--- src/rtl/bank_trk_pkg.sv ---
package bank_trk_pkg;

  typedef enum logic [1:0] {
    BK_IDLE  = 2'd0,
    BK_OPEN  = 2'd1,
    BK_PRECH = 2'd2
  } bank_st_t;

  // Index of each elapsed-cycle timer in the timer bank
  localparam int TMR_RAS = 0;
  localparam int TMR_TRP = 1;
  localparam int TMR_RD  = 2;
  localparam int TMR_N   = 3;

endpackage

--- src/rtl/bank_sat_timer.sv ---
// Elapsed-cycle counter: loads 1 on restart, then counts up and saturates.
module bank_sat_timer #(
  parameter int W = 8
) (
  input  logic         clk,
  input  logic         rst_n,
  input  logic         restart,
  output logic [W-1:0] cnt
);
  localparam logic [W-1:0] CAP = '1;

  always_ff @(posedge clk) begin
    if (!rst_n)             cnt <= '0;
    else if (restart)       cnt <= W'(1);
    else if (cnt != CAP)    cnt <= cnt + W'(1);
  end
endmodule

--- src/rtl/bank_trp_ceil.sv ---
// Converts a precharge time into whole clock cycles, rounding up, minimum 1.
module bank_trp_ceil #(
  parameter int PS_W  = 16,
  parameter int CNT_W = 8
) (
  input  logic [PS_W-1:0]  trp_ps,
  input  logic [PS_W-1:0]  tck_ps,
  output logic [CNT_W-1:0] trp_cyc
);
  localparam int NW = PS_W + 1;
  localparam logic [NW-1:0] CAP = NW'((64'd1 << CNT_W) - 64'd1);

  logic [NW-1:0] num;
  logic [NW-1:0] rem;
  logic [NW-1:0] quo;
  logic [NW-1:0] div;

  always_comb begin
    div = {1'b0, tck_ps};
    num = {1'b0, trp_ps} + div - NW'(1);
    rem = '0;
    quo = '0;
    for (int i = NW - 1; i >= 0; i--) begin
      rem = {rem[NW-2:0], num[i]};
      if (rem >= div) begin
        rem    = rem - div;
        quo[i] = 1'b1;
      end
    end
    if (quo == '0)      trp_cyc = CNT_W'(1);
    else if (quo > CAP) trp_cyc = CAP[CNT_W-1:0];
    else                trp_cyc = quo[CNT_W-1:0];
  end
endmodule

--- src/rtl/bank_rd_tracker.sv ---
// Follows the latest read burst: open-row read flag, half-burst point, bus window.
module bank_rd_tracker #(
  parameter int CNT_W = 8,
  parameter int CL_W  = 3,
  parameter int BL_W  = 5
) (
  input  logic             clk,
  input  logic             rst_n,
  input  logic             rd_go,
  input  logic             act_go,
  input  logic             pre_go,
  input  logic [CL_W-1:0]  cfg_cl,
  input  logic [BL_W-1:0]  cfg_bl,
  input  logic [CNT_W-1:0] rd_cnt,
  output logic             in_row,
  output logic             past_half,
  output logic             dq_busy
);
  logic [CNT_W-1:0] half_c;
  logic [CNT_W-1:0] cl_c;
  logic [CNT_W:0]   dq_end;
  logic [CNT_W:0]   cut_at;
  logic             rd_live;

  assign half_c = CNT_W'(cfg_bl >> 1);
  assign cl_c   = CNT_W'(cfg_cl);
  assign cut_at = {1'b0, rd_cnt} + {1'b0, cl_c};

  always_ff @(posedge clk) begin
    if (!rst_n) begin
      rd_live <= 1'b0;
      in_row  <= 1'b0;
      dq_end  <= '0;
    end else begin
      if (rd_go) begin
        rd_live <= 1'b1;
        in_row  <= 1'b1;
        dq_end  <= {1'b0, cl_c} + {1'b0, half_c};
      end else begin
        if (act_go) in_row <= 1'b0;
        // output disable follows a precharge by CL cycles
        if (pre_go && rd_live && (cut_at < dq_end)) dq_end <= cut_at;
      end
    end
  end

  assign past_half = rd_cnt >= half_c;
  assign dq_busy   = rd_live && (rd_cnt >= cl_c) && ({1'b0, rd_cnt} < dq_end);

  AST_DQ_QUIET_AFTER_READ: assert property (@(posedge clk) disable iff (!rst_n)
    rd_go && (cfg_cl > CL_W'(1)) |=> !dq_busy);

endmodule

--- src/rtl/bank_pre_tracker.sv ---
module bank_pre_tracker
  import bank_trk_pkg::*;
#(
  parameter int CNT_W = 8,
  parameter int CL_W  = 3,
  parameter int BL_W  = 5,
  parameter int PS_W  = 16
) (
  input  logic             clk,
  input  logic             rst_n,
  input  logic             cmd_act,
  input  logic             cmd_rd,
  input  logic             cmd_rd_ap,
  input  logic             cmd_pre,
  input  logic [CL_W-1:0]  cfg_cl,
  input  logic [BL_W-1:0]  cfg_bl,
  input  logic [CNT_W-1:0] cfg_tras,
  input  logic [PS_W-1:0]  cfg_trp_ps,
  input  logic [PS_W-1:0]  cfg_tck_ps,
  output logic             act_ok,
  output logic             pre_ok,
  output logic             pre_cut,
  output logic             auto_pre_start,
  output logic             dq_busy,
  output logic             violation
);
  bank_st_t         bank_st;
  logic             ap_pend;
  logic [CNT_W-1:0] trp_cyc;
  logic [TMR_N-1:0] tmr_restart;
  logic [CNT_W-1:0] tmr_cnt [TMR_N];

  logic       multi, any_rd, tras_met, rd_legal;
  logic       act_go, rd_go, pre_go_ext, pre_start, illegal;
  logic       in_row, past_half;

  // ---------------- precharge time in cycles ----------------
  bank_trp_ceil #(.PS_W(PS_W), .CNT_W(CNT_W)) u_trp (
    .trp_ps (cfg_trp_ps),
    .tck_ps (cfg_tck_ps),
    .trp_cyc(trp_cyc)
  );

  // ---------------- elapsed-cycle timers ----------------
  assign tmr_restart[TMR_RAS] = act_go;
  assign tmr_restart[TMR_TRP] = pre_start;
  assign tmr_restart[TMR_RD]  = rd_go;

  for (genvar g = 0; g < TMR_N; g++) begin : g_tmr
    bank_sat_timer #(.W(CNT_W)) u_tmr (
      .clk    (clk),
      .rst_n  (rst_n),
      .restart(tmr_restart[g]),
      .cnt    (tmr_cnt[g])
    );
  end

  // ---------------- read burst tracking ----------------
  bank_rd_tracker #(.CNT_W(CNT_W), .CL_W(CL_W), .BL_W(BL_W)) u_rd (
    .clk      (clk),
    .rst_n    (rst_n),
    .rd_go    (rd_go),
    .act_go   (act_go),
    .pre_go   (pre_start),
    .cfg_cl   (cfg_cl),
    .cfg_bl   (cfg_bl),
    .rd_cnt   (tmr_cnt[TMR_RD]),
    .in_row   (in_row),
    .past_half(past_half),
    .dq_busy  (dq_busy)
  );

  // ---------------- permissions ----------------
  assign tras_met = tmr_cnt[TMR_RAS] >= cfg_tras;
  assign pre_ok   = (bank_st == BK_OPEN) && !ap_pend && tras_met;
  assign act_ok   = (bank_st == BK_IDLE) ||
                    ((bank_st == BK_PRECH) && (tmr_cnt[TMR_TRP] >= trp_cyc));
  assign rd_legal = (bank_st == BK_OPEN) && !ap_pend;
  assign pre_cut  = pre_ok && in_row && !past_half;

  // internal precharge: earliest non-truncating point, held back by tRAS
  assign auto_pre_start = (bank_st == BK_OPEN) && ap_pend && past_half && tras_met;

  // ---------------- command acceptance ----------------
  assign multi      = ($countones({cmd_act, cmd_rd, cmd_rd_ap, cmd_pre}) > 1);
  assign any_rd     = cmd_rd | cmd_rd_ap;
  assign act_go     = cmd_act && !multi && act_ok;
  assign rd_go      = any_rd  && !multi && rd_legal;
  assign pre_go_ext = cmd_pre && !multi && pre_ok;
  assign pre_start  = pre_go_ext | auto_pre_start;
  assign illegal    = multi ||
                      (cmd_act && !act_ok) ||
                      (cmd_pre && !pre_ok) ||
                      (any_rd  && !rd_legal);

  always_ff @(posedge clk) begin
    if (!rst_n) begin
      bank_st   <= BK_IDLE;
      ap_pend   <= 1'b0;
      violation <= 1'b0;
    end else begin
      violation <= illegal;
      if (act_go) begin
        bank_st <= BK_OPEN;
        ap_pend <= 1'b0;
      end else if (pre_start) begin
        bank_st <= BK_PRECH;
        ap_pend <= 1'b0;
      end else if (rd_go && cmd_rd_ap) begin
        ap_pend <= 1'b1;
      end
    end
  end

  // ---------------- assertions ----------------
  AST_PRE_RESPECTS_TRAS: assert property (@(posedge clk) disable iff (!rst_n)
    pre_start |-> (tmr_cnt[TMR_RAS] >= cfg_tras));

  AST_AUTO_PRE_AFTER_HALF: assert property (@(posedge clk) disable iff (!rst_n)
    auto_pre_start |-> past_half);

  AST_ACT_WAITS_TRP: assert property (@(posedge clk) disable iff (!rst_n)
    pre_start && (trp_cyc > CNT_W'(1)) |=> !act_ok);

  AST_REJECT_KEEPS_STATE: assert property (@(posedge clk) disable iff (!rst_n)
    illegal && !auto_pre_start |=> $stable(bank_st));

  AST_AUTO_PRE_ONE_CYCLE: assert property (@(posedge clk) disable iff (!rst_n)
    auto_pre_start |=> !auto_pre_start);

endmodule

--- config.mk ---
export PLATFORM = sky130hd
export DESIGN_NAME = bank_pre_tracker
export DESIGN_NICKNAME = d
export VERILOG_FILES = /design/src/rtl/bank_trk_pkg.sv /design/src/rtl/bank_sat_timer.sv /design/src/rtl/bank_trp_ceil.sv /design/src/rtl/bank_rd_tracker.sv /design/src/rtl/bank_pre_tracker.sv
export SDC_FILE = /design/constraint.sdc
export NUM_CORES = 1
export LEC_CHECK = 0
export BUFFER_PORTS_ARGS = -buffer_cell sky130_fd_sc_hd__buf_2
export CORE_ASPECT_RATIO = 1.1
export CORE_MARGIN = 4
export CORE_UTILIZATION = 50
export CTS_BUF_LIST = sky130_fd_sc_hd__clkbuf_8
export DETAILED_ROUTE_END_ITERATION = 6
export HOLD_SLACK_MARGIN = 0.1
export MAX_ROUTING_LAYER = met4
export PLACE_DENSITY_LB_ADDON = 0.2
export SYNTH_ARGS = -nofsm -noshare
export SYNTH_HDL_FRONTEND = slang
export SYNTH_SLANG_ARGS = --single-unit
--- constraint.sdc ---
create_clock -name clk -period 87.3 [get_ports clk]
set_clock_uncertainty 0.1 [all_clocks]
set_input_delay 13.095 -clock clk [delete_from_list [all_inputs] [get_ports clk]]
set_output_delay 13.095 -clock clk [all_outputs]
set_load 0.02 [all_outputs]
==> metrics.md <==
| Metric | Value |
|---|---|
| Post-synthesis sequential area ratio | 4.34% |
| Root Buffer | clkbuf_8 |
| Die X | 189 um |
| Placed Area | 19,200 um2 |
| Vias | 18,200 |
| Reg2reg path depth | 16 |
| DRC violations left | 0 |
| Vias in the first global route | 17,400 |
| Worst r2r dst | u_rd.dq_end[1]$_SDFFE_PN0P_ |
| Worst-Margin Slew | 717 ps |
| Syn Std Cell Area | 18,000 um2 |
| Reg-to-Reg Start | g_tmr[2].u_tmr.cnt[0]$_SDFFE_PN0P_ |
| Total routed wirelength | 53,400 um |
| 1st-iter DRT viols | 1,087 |
| HP Start | u_rd.rd_live$_SDFFE_PN0P_ |
| Final hold vios | 0 |
| Post-Layout Inst Area | 19,500 um2 |
| Total clock sinks | 39 |
| Worst path max stage delay | 570 ps |
| Synthesis-to-finish area growth | 8.31% |
| Hold Path Depth | 2 |
| CTS buffer count | 5 |
| Global route total overflow | 0 |
| Clock Latency Late Sink | 290 ps |
| Syn Nets | 2,831 |
| Worst-path clk slew | 70 ps |
| Max-slew violations | 0 |
| WS Path Type | in2out |
| Initial antenna violation count | 0 |
| Async SR Flop Fraction | 0% |
| GP Congestion | 0.947 |
| Final core utilization | 55.2% |
| GRT Total Usage | 27.0% |
| Dominant synthesized flop cell | dfxtp_1 |
| Peak Freq | 0.0122 GHz |
| Cell mode on critical path | o21ai_0 |
| First-pass GRT wire length | 85,500 um |
| Initial Util | 50.9% |
| Endpoints failing setup | 0 |
| Yosys reg bits | 39 |
| Avg Cell Area, Syn | 7.42 um2 |
| HPWL after DPL | 41,900 um |
| Worst Path Max Fanout | 25 |
| Worst Setup End Kind | primary output |
| Max cap viols | 0 |
| Post-route antenna net violation count | 0 |
| CORE AREA | 35,300 um2 |
| NumNets Final | 2,925 |
| Layout cells sized above 1 | 12.5% |
| Setup crit start kind | input pin |
| Worst Path Required | 74,100 ps |
| Hold endpoint | u_rd.rd_live$_SDFFE_PN0P_ |
| Port-buffer cells | 58 |
| Post-synthesis cell count | 2,423 |
| Hold Crit Class | reg2reg |
| Crit path DAT | 68,950 ps |
| FP Rows | 72 |
| Final hold slack | 391 ps |
| Largest net degree at the start of global routing | 35 |
| Status | completed |
| Maximum clock path buffer count | 2 |
| Synth cell types | 95 |
| Post-route setup TNS | 0 ps |
| Die Y-Extent | 207 um |
| 1st-pass router iterations | 5 |
| Slew headroom | 51.6% |
| Final worst path period share | 94.1% |
| Antenna diodes | 0 |
| Htree depth | 2 |
| Worst-path cell with the longest stage delay | or4_1 |
| Ports | 60 |
| Post-DR vias/cell | 6.06 |
| Syn. warnings | 0 |
| CTS tree | done |
| Routed wire per std cell | 17.8 um |
| Min Tclk post-route | 82,150 ps |
| Hold_buf cts | 0 |
| Fill count | 3,492 |
| Post-synth EDFFs | 0 |
| Die area | 39,100 um2 |
| Slack of the worst reg-to-reg path | 83,020 ps |
## per-layer routing
| metal | up-vias | GRT usage (%) | share of wire [%] |
|---|---|---|---|
| met4 | 0 | 9.37 | 4.1 |
| li1 | 9049 | - | - |
| met1 | 8537 | 32.6 | 43 |
| met5 | - | - | 0 |
| met3 | 139 | 1.98 | 4.2 |
| met2 | 436 | 47.8 | 48 |
## worst max-delay path by stage
stage	startpoint	end	slack [ps]
final	cfg_tck_ps[2]	act_ok	5150
after detailed placement	cfg_tck_ps[1]	act_ok	2170
after CTS	cfg_tck_ps[1]	act_ok	1810
after floorplan	cfg_tck_ps[2]	act_ok	6230
after global placement	cfg_tck_ps[1]	act_ok	3070
after global routing	cfg_tck_ps[9]	act_ok	-30
## through the flow
step                      setup slack, ps  cells
final                                5150   2999
after global routing                -26.3   2999
after CTS                            1810   2989
after detailed placement             2170   2981
after global placement               3070   2981
after floorplan                      6230   2423
## Yosys cell counts, drive strengths merged (7+ instances only)
library cell	count	area share [%]
clkbuf	26	0.54
a21o	74	3.1
a21boi	49	2.0
or3	13	0.45
or2	7	0.24
buf	17	0.54
nor2	212	4.4
dfxtp	39	4.3
o211ai	14	0.77
xor2	80	3.9
a21oi	172	4.9
a31oi	21	0.80
mux2	131	8.3
o21bai	13	0.54
and4	10	0.49
nor3	51	1.4
xnor2	101	4.9
nand2	155	3.2
ha	335	23
o31ai	9	0.40
mux2i	38	2.1
nand2b	52	1.8
o21ai	184	5.1
a211oi	30	1.4
and2	17	0.59
o31a	11	0.54
fa	19	2.1
nor2b	64	2.2
nor4	18	0.66
and3	18	0.63
inv	221	4.6
o21a	33	1.4
nand3	29	0.86
nand4	65	2.3
## registers in the layout, summed over array words and instances (netlist names)
| name | flops |
|---|---|
| violation | 1 |
| u_rd.dq_end | 9 |
| ap_pend | 1 |
| u_rd.rd_live | 1 |
| bank_st | 2 |
| g_tmr.u_tmr.cnt | 24 |
| u_rd.in_row | 1 |
## layout make-up
type / count / area (um2) / share of cell area [%]
repair buffers: 130 / 878 / 4.51
multi-input cells: 2120 / 16300 / 83.7
flip-flops and latches: 39 / 781 / 4.01
inverters: 221 / 830 / 4.26
well taps: 481 / 602 / 3.09
clock buffers: 5 / 68.8 / 0.353
clock inverters: 3 / 12.5 / 0.0642
## cells in the final DEF, fill, tap and decap left out, types with 13 or more instances in the layout
cell type    n
nor2b_1     64
nor4_1      17
and2_1      15
xor2_1      80
or3_1       13
nand2b_1    52
o21ai_1     30
nand3_1     26
nand4_1     65
ha_1       335
mux2_2     114
nand2_1    153
a21oi_1    166
nor3_1      51
inv_1      223
dfxtp_1     39
buf_2       57
nor2_1     209
o21ai_0    152
a21boi_0    38
a21o_1      73
o21bai_1    13
o21a_1      32
mux2i_1     37
buf_4       63
fa_1        19
a211oi_1    27
a31oi_1     15
and3_1      18
xnor2_1    101
## worst max-delay path: cells and delay by family
kind,cells,cell delay [ps]
buffers and inverters,20,2610
AO/OA/AOI/OAI,175,32890
XOR/XNOR,1,560
AND/OR/NAND/NOR,66,10180
multiplexers,12,3610
adder cells (fa/ha/maj),20,5890
## cells by family after synthesis
group	after synthesis	share of synthesized area [%]
AO/OA/AOI/OAI	686	25.1
adder cells (fa/ha/maj)	354	25.4
multiplexers	169	10.5
flip-flops	39	4.34
AND/OR/NAND/NOR	730	20.2
buffers and inverters	264	5.69
XOR/XNOR	181	8.82
## timing repair
| action | 4_1_cts | 5_1_grt |
|---|---|---|
| resized for setup | 0 | 75 |
| buffers inserted | 0 | 10 |
| setup endpoints to repair | 0 | 1 |
Power is left out: the tool's default activity adds up to more than one toggle a clock period on the data nets, which glitch-free logic cannot reach.
